File: config.mk
export PLATFORM = sky130hd
export DESIGN_NAME = wrStatusGen
export DESIGN_NICKNAME = d
export VERILOG_FILES = /design/src/rtl/wrStatusPkg.sv /design/src/rtl/wrStatusCtrl.sv /design/src/rtl/wrStatusPath.sv /design/src/rtl/wrStatusGen.sv
export SDC_FILE = /design/constraint.sdc
export NUM_CORES = 1
export LEC_CHECK = 0
export ABC_AREA = 1
export ABC_CLOCK_PERIOD_IN_PS = 2830
export BUFFER_PORTS_ARGS = -buffer_cell sky130_fd_sc_hd__buf_2
export CELL_PAD_IN_SITES_DETAIL_PLACEMENT = 0
export CELL_PAD_IN_SITES_GLOBAL_PLACEMENT = 2
export CORE_UTILIZATION = 29
export CTS_BUF_LIST = sky130_fd_sc_hd__clkbuf_8 sky130_fd_sc_hd__clkbuf_16
export DETAILED_ROUTE_END_ITERATION = 7
export GPL_TIMING_DRIVEN = 0
export PLACE_DENSITY = 0.92
export SYNTH_ARGS = -nofsm -noshare
export SYNTH_HDL_FRONTEND = slang
export SYNTH_HIERARCHICAL = 1
export SYNTH_SLANG_ARGS = --single-unit
File: constraint.sdc
create_clock -name clk -period 2.83 [get_ports clk]
set_clock_uncertainty 0.2 [all_clocks]
set_input_delay 0.566 -clock clk [delete_from_list [all_inputs] [get_ports clk]]
set_output_delay 0.566 -clock clk [all_outputs]
set_load 0.02 [all_outputs]
File: src/rtl/wrStatusPkg.sv
package wrStatusPkg;

  localparam int POLL_BIT = 7;
  localparam int TGL_BIT  = 6;
  localparam int SEC_BIT  = 2;

  typedef struct packed {
    logic progBusy;
    logic eraseRun;
    logic eraseHeld;
  } statStrobes_t;

  typedef enum logic [1:0] {
    SHOW_ARRAY,
    SHOW_PROG,
    SHOW_ERASE,
    SHOW_SUSP
  } showMode_t;

endpackage

File: src/rtl/wrStatusCtrl.sv
module wrStatusCtrl
  import wrStatusPkg::*;
#(
  parameter int PROG_CYCLES   = 20,
  parameter int ERASE_CYCLES  = 200,
  parameter int SETTLE_CYCLES = 50
) (
  input  logic         clk,
  input  logic         rstN,
  input  logic         startProg,
  input  logic         startErase,
  input  logic         suspendIn,
  output statStrobes_t strb,
  output logic         busValid
);

  localparam int PW = $clog2(PROG_CYCLES + 2);
  localparam int EW = $clog2(ERASE_CYCLES + 2);
  localparam int SW = $clog2(SETTLE_CYCLES + 2);

  logic [PW-1:0] progCnt;
  logic [EW-1:0] eraseCnt;
  logic [SW-1:0] settleCnt;

  logic progIdle, eraseIdle, progGo, eraseGo, progDone, eraseDone;

  always_comb begin
    progIdle  = (progCnt == '0);
    eraseIdle = (eraseCnt == '0);
    progGo    = startProg && progIdle && (eraseIdle || suspendIn);
    eraseGo   = startErase && !startProg && progIdle && eraseIdle && !suspendIn;
    progDone  = (progCnt == PW'(1));
    eraseDone = (eraseCnt == EW'(1)) && !suspendIn;
  end

  always_ff @(posedge clk or negedge rstN) begin
    if (!rstN) begin
      progCnt <= '0;
    end else if (progGo) begin
      progCnt <= PW'(PROG_CYCLES);
    end else if (!progIdle) begin
      progCnt <= progCnt - PW'(1);
    end
  end

  always_ff @(posedge clk or negedge rstN) begin
    if (!rstN) begin
      eraseCnt <= '0;
    end else if (eraseGo) begin
      eraseCnt <= EW'(ERASE_CYCLES);
    end else if (!eraseIdle && !suspendIn) begin
      eraseCnt <= eraseCnt - EW'(1);
    end
  end

  always_ff @(posedge clk or negedge rstN) begin
    if (!rstN) begin
      settleCnt <= '0;
    end else if (progDone || eraseDone) begin
      settleCnt <= SW'(SETTLE_CYCLES);
    end else if (settleCnt != '0) begin
      settleCnt <= settleCnt - SW'(1);
    end
  end

  always_comb begin
    strb.progBusy  = !progIdle;
    strb.eraseRun  = !eraseIdle && !suspendIn;
    strb.eraseHeld = !eraseIdle && suspendIn;
    busValid       = (settleCnt == '0);
  end

endmodule

File: src/rtl/wrStatusPath.sv
module wrStatusPath
  import wrStatusPkg::*;
#(
  parameter int DW = 16
) (
  input  logic          clk,
  input  logic          rstN,
  input  statStrobes_t  strb,
  input  logic          readStrobe,
  input  logic          inSuspSector,
  input  logic [DW-1:0] progData,
  input  logic [DW-1:0] arrayData,
  output logic [DW-1:0] dataOut
);

  logic readPrev, readRise;
  logic tgl6, tgl2;
  logic eraseAct, tgl6Live, tgl2Live;
  showMode_t mode;

  always_comb begin
    readRise = readStrobe && !readPrev;
    eraseAct = strb.eraseRun || strb.eraseHeld;
    tgl6Live = strb.progBusy || strb.eraseRun;
    tgl2Live = !strb.progBusy &&
               (strb.eraseRun || (strb.eraseHeld && inSuspSector));
  end

  always_ff @(posedge clk or negedge rstN) begin
    if (!rstN) begin
      readPrev <= 1'b0;
    end else begin
      readPrev <= readStrobe;
    end
  end

  always_ff @(posedge clk or negedge rstN) begin
    if (!rstN) begin
      tgl6 <= 1'b0;
    end else if (!tgl6Live) begin
      tgl6 <= 1'b0;
    end else if (readRise) begin
      tgl6 <= !tgl6;
    end
  end

  always_ff @(posedge clk or negedge rstN) begin
    if (!rstN) begin
      tgl2 <= 1'b0;
    end else if (!eraseAct) begin
      tgl2 <= 1'b0;
    end else if (tgl2Live && readRise) begin
      tgl2 <= !tgl2;
    end
  end

  always_comb begin
    if (strb.progBusy) begin
      mode = SHOW_PROG;
    end else if (strb.eraseRun) begin
      mode = SHOW_ERASE;
    end else if (strb.eraseHeld && inSuspSector) begin
      mode = SHOW_SUSP;
    end else begin
      mode = SHOW_ARRAY;
    end
  end

  always_comb begin
    dataOut = arrayData;
    unique case (mode)
      SHOW_PROG: begin
        dataOut[POLL_BIT] = !progData[POLL_BIT];
        dataOut[TGL_BIT]  = tgl6;
        dataOut[SEC_BIT]  = tgl2;
      end
      SHOW_ERASE: begin
        dataOut[POLL_BIT] = 1'b0;
        dataOut[TGL_BIT]  = tgl6;
        dataOut[SEC_BIT]  = tgl2;
      end
      SHOW_SUSP: begin
        dataOut[POLL_BIT] = 1'b1;
        dataOut[TGL_BIT]  = 1'b1;
        dataOut[SEC_BIT]  = tgl2;
      end
      default: ;
    endcase
  end

endmodule

File: src/rtl/wrStatusGen.sv
module wrStatusGen
  import wrStatusPkg::*;
#(
  parameter int DW            = 16,
  parameter int PROG_CYCLES   = 20,
  parameter int ERASE_CYCLES  = 200,
  parameter int SETTLE_CYCLES = 50
) (
  input  logic          clk,
  input  logic          rstN,
  input  logic          startProg,
  input  logic          startErase,
  input  logic          suspendIn,
  input  logic          inSuspSector,
  input  logic          readStrobe,
  input  logic [DW-1:0] progData,
  input  logic [DW-1:0] arrayData,
  output logic [DW-1:0] dataOut,
  output logic          progBusy,
  output logic          eraseBusy,
  output logic          busValid
);

  statStrobes_t strb;

  wrStatusCtrl #(
    .PROG_CYCLES  (PROG_CYCLES),
    .ERASE_CYCLES (ERASE_CYCLES),
    .SETTLE_CYCLES(SETTLE_CYCLES)
  ) ctrlInst (
    .clk       (clk),
    .rstN      (rstN),
    .startProg (startProg),
    .startErase(startErase),
    .suspendIn (suspendIn),
    .strb      (strb),
    .busValid  (busValid)
  );

  wrStatusPath #(
    .DW(DW)
  ) pathInst (
    .clk         (clk),
    .rstN        (rstN),
    .strb        (strb),
    .readStrobe  (readStrobe),
    .inSuspSector(inSuspSector),
    .progData    (progData),
    .arrayData   (arrayData),
    .dataOut     (dataOut)
  );

  assign progBusy  = strb.progBusy;
  assign eraseBusy = strb.eraseRun || strb.eraseHeld;

endmodule

After elaboration in Yosys (flattened, before gate mapping)

Index checks and enable logic that the tools add are counted.

Add/subtract/negate cells: 3
Eq/ne operators: 8
Mux-type cells: 15
Reductions and logical operators: 33

Operator list:

| kind                  | number |
|---|---|
| $mux W8               | 2 |
| $logic_and A1 B1 Y1   | 13 |
| $mux W6               | 2 |
| $mux W5               | 2 |
| $eq A8 B1 Y1 const B  | 1 |
| $logic_not A1 Y1      | 8 |
| $logic_not A8 Y1      | 1 |
| $sub A8 B1 Y8 const B | 1 |
| $logic_not A6 Y1      | 1 |
| $mux W2               | 3 |
| $pmux W2 S3           | 1 |
| $reduce_bool A6 Y1    | 1 |
| $sub A6 B1 Y6 const B | 1 |
| $eq A5 B1 Y1 const B  | 1 |
| $logic_not A5 Y1      | 1 |
| $logic_or A1 B1 Y1    | 5 |
| $mux W1               | 5 |
| $sub A5 B1 Y5 const B | 1 |
| $eq A2 B2 Y1 const B  | 2 |
| $ne A2 B1 Y1 const B  | 2 |
| $reduce_bool A2 Y1    | 2 |
| $reduce_or A3 Y1      | 1 |
| $eq A2 B1 Y1 const B  | 1 |
| $ne A2 B2 Y1 const B  | 1 |

Bits in registers: 22
Input port bits: 39
Output and inout port bits: 19

Depth between registers and ports, before layout

Gate-level depths: netlist (run 1).

Depth in word-level cells: 10
Mapped depth: 10
Mapped depth without buffers: 10

Cells and area by module

Netlist (run 1), hierarchy kept.

Modules (own cells, without submodules):

| module       | instances | cells each | area an instance (um^2) | sequential area each (um^2) |
|---|---|---|---|---|
| wrStatusCtrl | 1         | 155        | 1,267.5                 | 475.5 |
| wrStatusPath | 1         | 44         | 300.3                   | 75.1 |
| wrStatusGen  | 1         | 3          | 11.3                    | 0.0 |

Least setup slack after synthesis (run 1)

No wires, ideal clock.

Kind: register to output
From: register ctrlInst.eraseCnt[0]
To: output port dataOut[2]
Data arrival time: 1.551 ns
Setup slack: 0.513 ns
Stages on the path, launching flop included: 9
Buffers on the path: 0
Cells stage by stage: dfrtp_1 inv_1 ha_1 nand2_4 nor2_8 nor2_1 nand2_2 nand3_2 a21oi_1

RTL lines:

| element                | RTL line           | RTL |
|---|---|---|
| from (decl)            | wrStatusCtrl.sv:22 | `logic [EW-1:0] eraseCnt;` |
| from (signal assigned) | wrStatusCtrl.sv:50 | `eraseCnt <= EW'(ERASE_CYCLES);` |
| from (signal assigned) | wrStatusCtrl.sv:52 | `eraseCnt <= eraseCnt - EW'(1);` |
| to (decl)              | wrStatusGen.sv:18  | `output logic [DW-1:0] dataOut,` |

==> results_tabular.tex, run 1 <==
\begin{tabular}{lr}
\hline
Metric & Value \\
\hline
\multicolumn{2}{l}{\textbf{GRT}} \\
Overall track demand over capacity in global routing & 11.2\% \\
Grt ovf & 0 \\
Via count of the first global-routing pass & 1101 \\
First-pass GRT wire length & 4850 microns \\
Number of antenna violations at the first check in global routing & 0 \\
Maximum number of pins on one net before global-route repair & 23 \\
\multicolumn{2}{l}{\textbf{Yosys}} \\
Count of flip-flops with a built-in enable after synthesis & 0 \\
Cell taking the most area after synthesis & dfrtp\_1 \\
Synth Register Bits & 22 \\
Synth top area cells & dfrtp\_1, nand2\_1, inv\_1, nand3\_1, ha\_1 \\
Avg Synthesized Cell Area & 7.82 sq um \\
Share of synthesized flip-flops with an asynchronous set or reset & 100\% \\
Synthesized instance count & 202 \\
Yosys cell types & 29 \\
Nets in the synthesized netlist & 249 \\
Synth Warn \# & 6 \\
Synthesized cell area & 1580 sq um \\
Dominant synthesized flop cell & dfrtp\_1 \\
Sequential-to-total area share from yosys stat & 34.9\% \\
Most frequent cell after synthesis & nand2\_1 \\
Fraction of synthesized cell area taken by the top area cell type & 34.9\% \\
Synth top cells by count & nand2\_1, inv\_1, dfrtp\_1, nand3\_1, nor2\_1 \\
\multicolumn{2}{l}{\textbf{Pwr}} \\
Reported leakage power & 1.03 nW \\
PnR Total Power & 1.67 mW \\
Largest vdd supply drop & 0.335 mV \\
Total power density per cell area & 887 nW/um\^{}2 \\
\multicolumn{2}{l}{\textbf{CTS}} \\
Post-CTS setup buffer count & 0 \\
Clock latency of the later-clocked register in the worst-skew pair & 0.27 ns \\
Clock tree from TritonCTS & done \\
Clk buf depth & 2 \\
Number of levels the H-tree was split into & 1 \\
Clock slew at the register clock pins of the worst setup and hold paths & 0.09 ns \\
Sink Count & 22 \\
Num CTS Buffers & 3 \\
Clock root buffer master & clkbuf\_8 \\
\multicolumn{2}{l}{\textbf{Timing}} \\
Setup repair after global routing missed its margin & no \\
Pins Over Slew Limit & 0 \\
Actual transition at the worst max-transition pin & 0.514 ns \\
Final worst slack & 0.182 ns \\
Crit share post-route & 93.6\% \\
Min Tclk post-route & 2.65 ns \\
Fmax achieved & 378 MHz \\
Final setup violation count & 0 \\
Max-slew headroom at the worst pin & 65.7\% \\
Post-route worst hold slack & 0.0585 ns \\
Final sum of negative setup slack & 0 ns \\
Final hold vios & 0 \\
\multicolumn{2}{l}{\textbf{Finish}} \\
Number of inserted diodes & 0 \\
Final cell count without fillers & 305 \\
Post-layout utilization of the core & 36.5\% \\
Layout-stage area growth over the synthesis result & 19.6\% \\
Fraction of final layout cells with drive strength greater than 1 & 29.4\% \\
Fill cell count & 546 \\
Fin nets & 283 \\
Area of all placed cells without fillers & 1890 sq um \\
\multicolumn{2}{l}{\textbf{Placed design}} \\
Total placed cells including tap cells & 301 \\
Final weighted congestion of routability-driven global placement & 0.701 \\
Count of buffers inserted at the top-level ports & 29 \\
Post-placement worst setup slack & 0.437 ns \\
Placed wire-length estimate after detailed placement & 2250 microns \\
Placement-stage cell area & 1810 sq um \\
\multicolumn{2}{l}{\textbf{Floorplanning}} \\
Initial core utilization & 30.5\% \\
FP Rows & 26 \\
Chip width & 75.8 microns \\
Total core area & 5170 sq um \\
Die boundary height & 75.8 microns \\
IO Pins & 58 \\
Full die area & 5740 sq um \\
\multicolumn{2}{l}{\textbf{Outcome}} \\
Run status & completed \\
\multicolumn{2}{l}{\textbf{Worst setup path}} \\
Worst r2r src & ctrlInst/eraseCnt[0] \\
Cell-by-cell listing of the critical path & inv\_1, ha\_1, nand2\_4, nor2\_8, nor2\_8, inv\_1, nand3\_2, a21oi\_1, buf\_2 \\
Crit-path leading delay family & simple AND/OR/NAND/NOR gates \\
Library cell contributing the largest single delay on the critical path & dfrtp\_1 \\
CP Class & flop to primary output \\
Endpoint required time on the critical path & 2.06 ns \\
Critical path arrival & 1.88 ns \\
Critical path buffer and inverter count & 3 \\
Crit end category & primary output \\
First element of the critical path & ctrlInst/eraseCnt[0] \\
Startpoint type of the worst setup path & flop \\
Highest net fanout along the worst path & 12 \\
Worst path max stage delay & 0.41 ns \\
\multicolumn{2}{l}{\textbf{Drt}} \\
DR vias/cell & 4.17 \\
Number of nets still failing antenna checks after routing & 0 \\
Number of violations reported at the end of detailed-routing iteration 0 & 56 \\
Overall via count from detail\_route & 1271 \\
Detailed-route wire length per cell & 9.56 microns \\
Number of DRC violations after detailed routing & 0 \\
Routed wire length & 2920 microns \\
Detailed-router iteration count before antenna repair & 4 \\
\multicolumn{2}{l}{\textbf{Hold path}} \\
Type of the tightest min-delay check & primary input to async pin \\
\multicolumn{2}{l}{\textbf{Flow run}} \\
Number of max-cap violations & 0 \\
\hline
\end{tabular}
## path summary, 6_finish.rpt
kind,to,slack (ns),cells past startpoint
setup / recovery,dataOut[2],0.18,9
hold / removal,ctrlInst/settleCnt[5],0.06,1
setup reg to reg,pathInst/tgl2,1.03,10
hold reg to reg,ctrlInst/progCnt[4],0.31,2
max in group asynchronous,ctrlInst/eraseCnt[6],2.01,1
min in group clk,pathInst/readPrev,0.24,1
## layout by cell type (no fill, tap or decap), types with 2 or more instances in the layout
cell type  Yosys  routed
nor2_1        21      19
buf_2          0      29
nand2_4        2       2
nor2_8         2       2
xor2_1         4       4
nand3_4        2       2
clkbuf_8       0       3
nor2_2         1       3
inv_2          3       3
buf_4         13      13
nor2_4         2       2
nand2_2        3       3
ha_1           8       8
nand3b_1       3       3
nand4_1        4       4
nand3_1       22      22
nand2_1       42      42
o21ai_0        5       5
inv_1         32      32
dfrtp_1       22      22
## state kept, by name, summed over array words and instances (netlist names)
register	flops
ctrlInst/eraseCnt	8
ctrlInst/progCnt	5
ctrlInst/settleCnt	6
pathInst/readPrev	1
pathInst/tgl2	1
pathInst/tgl6	1
## per-layer routing
metal	routed length (microns)	share of wire, %	track usage, %	vias to the layer above
li1	-	-	-	678
met1	1410	48	14.6	563
met5	0	0	0	-
met2	1350	46	18.6	28
met3	139	4.8	3.57	2
met4	13	0.45	1.23	0
## report_power, final
part	internal [mW]	switching [mW]	leakage, nW
Combinational	0.309	0.481	0.735
Sequential	0.463	0.126	0.264
Clock	0.189	0.106	0.0357
Total	0.961	0.713	1.03
## layout make-up
cell class	count	area, sq um	area share (%)
Buffer	13	97.6	5.17
Clock buffer	3	41.3	2.19
Clock inverter	1	30.0	1.59
Inverter	36	135	7.16
Multi-Input combinational cell	131	801	42.4
Sequential cell	22	551	29.2
Tap cell	70	87.6	4.64
Timing Repair Buffer	29	145	7.69
## timing repair
item	in CTS	in global routing
gates resized for setup	0	2
hold buffers	0	0
endpoints found under the setup margin	0	3
## logic make-up after synthesis
group,synth area share (%)
and+or+nand+nor,38.0
buffers and inverters,14.7
DFF,34.9
AOI/OAI and AO/OA,3.25
adders and majority gates,6.34
xor gates and xnor gates,2.77
Note: power is estimated with default switching activity, not from simulation.
==> inputs of run 2 (changes only) <==
--- a/config.mk
+++ b/config.mk
@@ -5,7 +5,6 @@
 export SDC_FILE = /design/constraint.sdc
 export NUM_CORES = 1
 export LEC_CHECK = 0
-export ABC_AREA = 1
 export ABC_CLOCK_PERIOD_IN_PS = 2830
 export BUFFER_PORTS_ARGS = -buffer_cell sky130_fd_sc_hd__buf_2
 export CELL_PAD_IN_SITES_DETAIL_PLACEMENT = 0
@@ -14,7 +13,7 @@
 export CTS_BUF_LIST = sky130_fd_sc_hd__clkbuf_8 sky130_fd_sc_hd__clkbuf_16
 export DETAILED_ROUTE_END_ITERATION = 7
 export GPL_TIMING_DRIVEN = 0
-export PLACE_DENSITY = 0.92
+export PLACE_DENSITY = 0.9
 export SYNTH_ARGS = -nofsm -noshare
 export SYNTH_HDL_FRONTEND = slang
 export SYNTH_HIERARCHICAL = 1
==> run 2 against run 1 <==
Against the previous run: power fell by 1.7%; sequential share of layout area rose by 0.63 points; sequential cell count did not move; largest power group unchanged.
==> results_tabular.tex, run 2 <==
\begin{tabular}{lr}
\hline
Metric & Value \\
\hline
\multicolumn{2}{l}{\textbf{Outcome}} \\
Run status & completed \\
\multicolumn{2}{l}{\textbf{Flow run}} \\
Number of max-cap violations & 0 \\
\multicolumn{2}{l}{\textbf{Floorplanning}} \\
Die boundary height & 72.0 microns \\
Initial core utilization & 30.1\% \\
FP Rows & 25 \\
Chip width & 72.0 microns \\
IO Pins & 58 \\
Total core area & 4720 sq um \\
Full die area & 5180 sq um \\
\multicolumn{2}{l}{\textbf{Worst setup path}} \\
Levels on crit path & 8 \\
Cell depth of the worst flop-to-flop path & 8 \\
Crit end category & primary output \\
Library cell contributing the largest single delay on the critical path & dfrtp\_1 \\
Critical path arrival & 2.04 ns \\
Crit-path leading delay family & flip-flops \\
CP Class & flop to primary output \\
Critical path buffer and inverter count & 3 \\
Cell-by-cell listing of the critical path & inv\_2, ha\_4, nor3b\_4, a21o\_2, inv\_4, a211oi\_4, mux2\_4, buf\_6 \\
Highest net fanout along the worst path & 10 \\
Startpoint type of the worst setup path & flop \\
First element of the critical path & ctrlInst/eraseCnt[0] \\
Endpoint required time on the critical path & 2.06 ns \\
Worst path max stage delay & 0.41 ns \\
Worst r2r src & ctrlInst/progCnt[0] \\
\multicolumn{2}{l}{\textbf{Finish}} \\
Post-layout utilization of the core & 39.1\% \\
Largest registers & ctrlInst/eraseCnt (8), ctrlInst/settleCnt (6), ctrlInst/progCnt (5) \\
Fin nets & 242 \\
Number of inserted diodes & 0 \\
Commonest cells after routing, fill and taps aside & buf\_2, buf\_4, dfrtp\_1 \\
Fraction of final layout cells with drive strength greater than 1 & 38.1\% \\
Fill cell count & 468 \\
Final cell count without fillers & 261 \\
Most frequent standard cell in the layout excluding fill and tap cells & buf\_2 \\
Flip-flop count of the largest register, all copies and words added & 8 \\
Most flops, register & ctrlInst/eraseCnt \\
Layout-stage area growth over the synthesis result & 30.1\% \\
\multicolumn{2}{l}{\textbf{Drt}} \\
Detailed-router iteration count before antenna repair & 2 \\
Overall via count from detail\_route & 1188 \\
DR vias/cell & 4.55 \\
Uppermost routed layer & met4 \\
Routed wire length & 2820 microns \\
Met3 WL post-DR & 109 microns \\
Number of violations reported at the end of detailed-routing iteration 0 & 21 \\
Number of DRC violations after detailed routing & 0 \\
Detailed-route wire length per cell & 10.8 microns \\
Met2 wire len & 1360 microns \\
Number of nets still failing antenna checks after routing & 0 \\
Post-Route M1 WL & 1340 microns \\
\multicolumn{2}{l}{\textbf{Pwr}} \\
Reported leakage power & 0.865 nW \\
PnR Total Power & 1.65 mW \\
Largest vdd supply drop & 0.346 mV \\
Total power density per cell area & 891 nW/um\^{}2 \\
\multicolumn{2}{l}{\textbf{Yosys}} \\
Synthesized instance count & 151 \\
Most frequent cell after synthesis & dfrtp\_1 \\
Count of flip-flops with a built-in enable after synthesis & 0 \\
Synth Register Bits & 22 \\
Avg Synthesized Cell Area & 9.40 sq um \\
Synth top area cells & dfrtp\_1, ha\_1, buf\_4, xnor2\_1, nor2\_1 \\
Dominant synthesized flop cell & dfrtp\_1 \\
Synth top cells by count & dfrtp\_1, buf\_4, nor2\_1 \\
Fraction of synthesized cell area taken by the top area cell type & 38.8\% \\
Synthesized cell area & 1420 sq um \\
Sequential-to-total area share from yosys stat & 38.8\% \\
Share of synthesized flip-flops with an asynchronous set or reset & 100\% \\
Synth Warn \# & 6 \\
Yosys cell types & 44 \\
Nets in the synthesized netlist & 198 \\
Cell taking the most area after synthesis & dfrtp\_1 \\
\multicolumn{2}{l}{\textbf{CTS}} \\
Clock slew at the register clock pins of the worst setup and hold paths & 0.08 ns \\
Number of levels the H-tree was split into & 1 \\
Clock tree from TritonCTS & done \\
Post-CTS Hold Fix Bufs & 0 \\
Clock root buffer master & clkbuf\_8 \\
Clock latency of the later-clocked register in the worst-skew pair & 0.26 ns \\
Clk buf depth & 2 \\
Sink Count & 22 \\
Num CTS Buffers & 3 \\
\multicolumn{2}{l}{\textbf{Timing}} \\
Final hold vios & 0 \\
Pins Over Slew Limit & 0 \\
Setup repair after global routing missed its margin & yes \\
Actual transition at the worst max-transition pin & 0.493 ns \\
Post-route worst hold slack & 0.0650 ns \\
Fmax achieved & 357 MHz \\
Max-slew headroom at the worst pin & 66.3\% \\
Min Tclk post-route & 2.80 ns \\
Final setup violation count & 0 \\
Crit share post-route & 99.1\% \\
\multicolumn{2}{l}{\textbf{Placed design}} \\
Count of buffers inserted at the top-level ports & 29 \\
Total placed cells including tap cells & 247 \\
Placed wire-length estimate after detailed placement & 2000 microns \\
Final weighted congestion of routability-driven global placement & 0.728 \\
\multicolumn{2}{l}{\textbf{GRT}} \\
Maximum number of pins on one net before global-route repair & 23 \\
Overall track demand over capacity in global routing & 11.2\% \\
Grt ovf & 0 \\
First-pass GRT wire length & 4580 microns \\
Number of antenna violations at the first check in global routing & 0 \\
Via count of the first global-routing pass & 1059 \\
\multicolumn{2}{l}{\textbf{Hold path}} \\
Type of the tightest min-delay check & primary input to async pin \\
\hline
\end{tabular}
==> run 2: power breakdown <==
part	leakage [nW]	switching, mW	internal (mW)
combinational	0.572	0.392	0.399
clock	0.0288	0.0984	0.124
sequential	0.264	0.174	0.460
==> run 2: per-layer routing <==
layer | vias to the layer above | track usage [%]
li1 | 601 | -
met1 | 554 | 14.2
met2 | 31 | 19.8
met3 | 2 | 1.39
met4 | 0 | 3.92
met5 | - | 0
==> run 2: cells by family (layout without fill, tap and decap cells) <==
family | after synthesis | after routing | synth area share (%)
flops | 22 | 22 | 38.8
simple gates | 58 | 58 | 24.5
mux | 3 | 3 | 2.20
compound gates | 28 | 28 | 13.4
xor+xnor | 6 | 6 | 3.70
fa+ha+maj | 8 | 8 | 7.05
buf+inv | 26 | 69 | 10.4
==> run 2: what timing repair did <==
action                                  in CTS  in global routing
endpoints found under the hold margin        0                  0
pin swaps                                    3                  0
endpoints found under the setup margin       3                  3
cloned                                       0                  0
gates resized for setup                     15                  2
buffers inserted                             8                  2
==> run 2: final cells by class <==
| cell class | count | area [sq um] | share of cell area (%) |
|---|---|---|---|
| buffer | 14 | 103 | 5.55 |
| sequential | 22 | 551 | 29.8 |
| timing repair buffer | 39 | 226 | 12.3 |
| tap | 67 | 83.8 | 4.54 |
| multi-input combinational | 103 | 782 | 42.3 |
| clock buffer | 4 | 55.1 | 2.98 |
| inverter | 12 | 47.5 | 2.57 |
==> run 2: path summary, 6_finish.rpt <==
| path | endpoint | slack (ns) |
|---|---|---|
| setup / recovery | dataOut[2] | 0.03 |
| min in group clk | pathInst/readPrev | 0.23 |
| hold reg to reg | ctrlInst/settleCnt[4] | 0.32 |
| setup reg to reg | ctrlInst/eraseCnt[5] | 0.64 |
| max in group asynchronous | ctrlInst/eraseCnt[0] | 2.02 |
| hold / removal | ctrlInst/progCnt[2] | 0.06 |
==> run 2: per-stage QoR <==
| step | instance area [sq um] | TNS [ns] | setup WS (ns) |
|---|---|---|---|
| after floorplan | 1420 | 0 | 0.146 |
| after global placement | 1650 | -0.0615 | -0.0615 |
| after detailed placement | 1650 | -0.0423 | -0.0423 |
| after CTS | 1820 | 0 | 0.000436 |
| after global routing | 1850 | -0.0725 | -0.0725 |
| final | 1850 | 0 | 0.0260 |
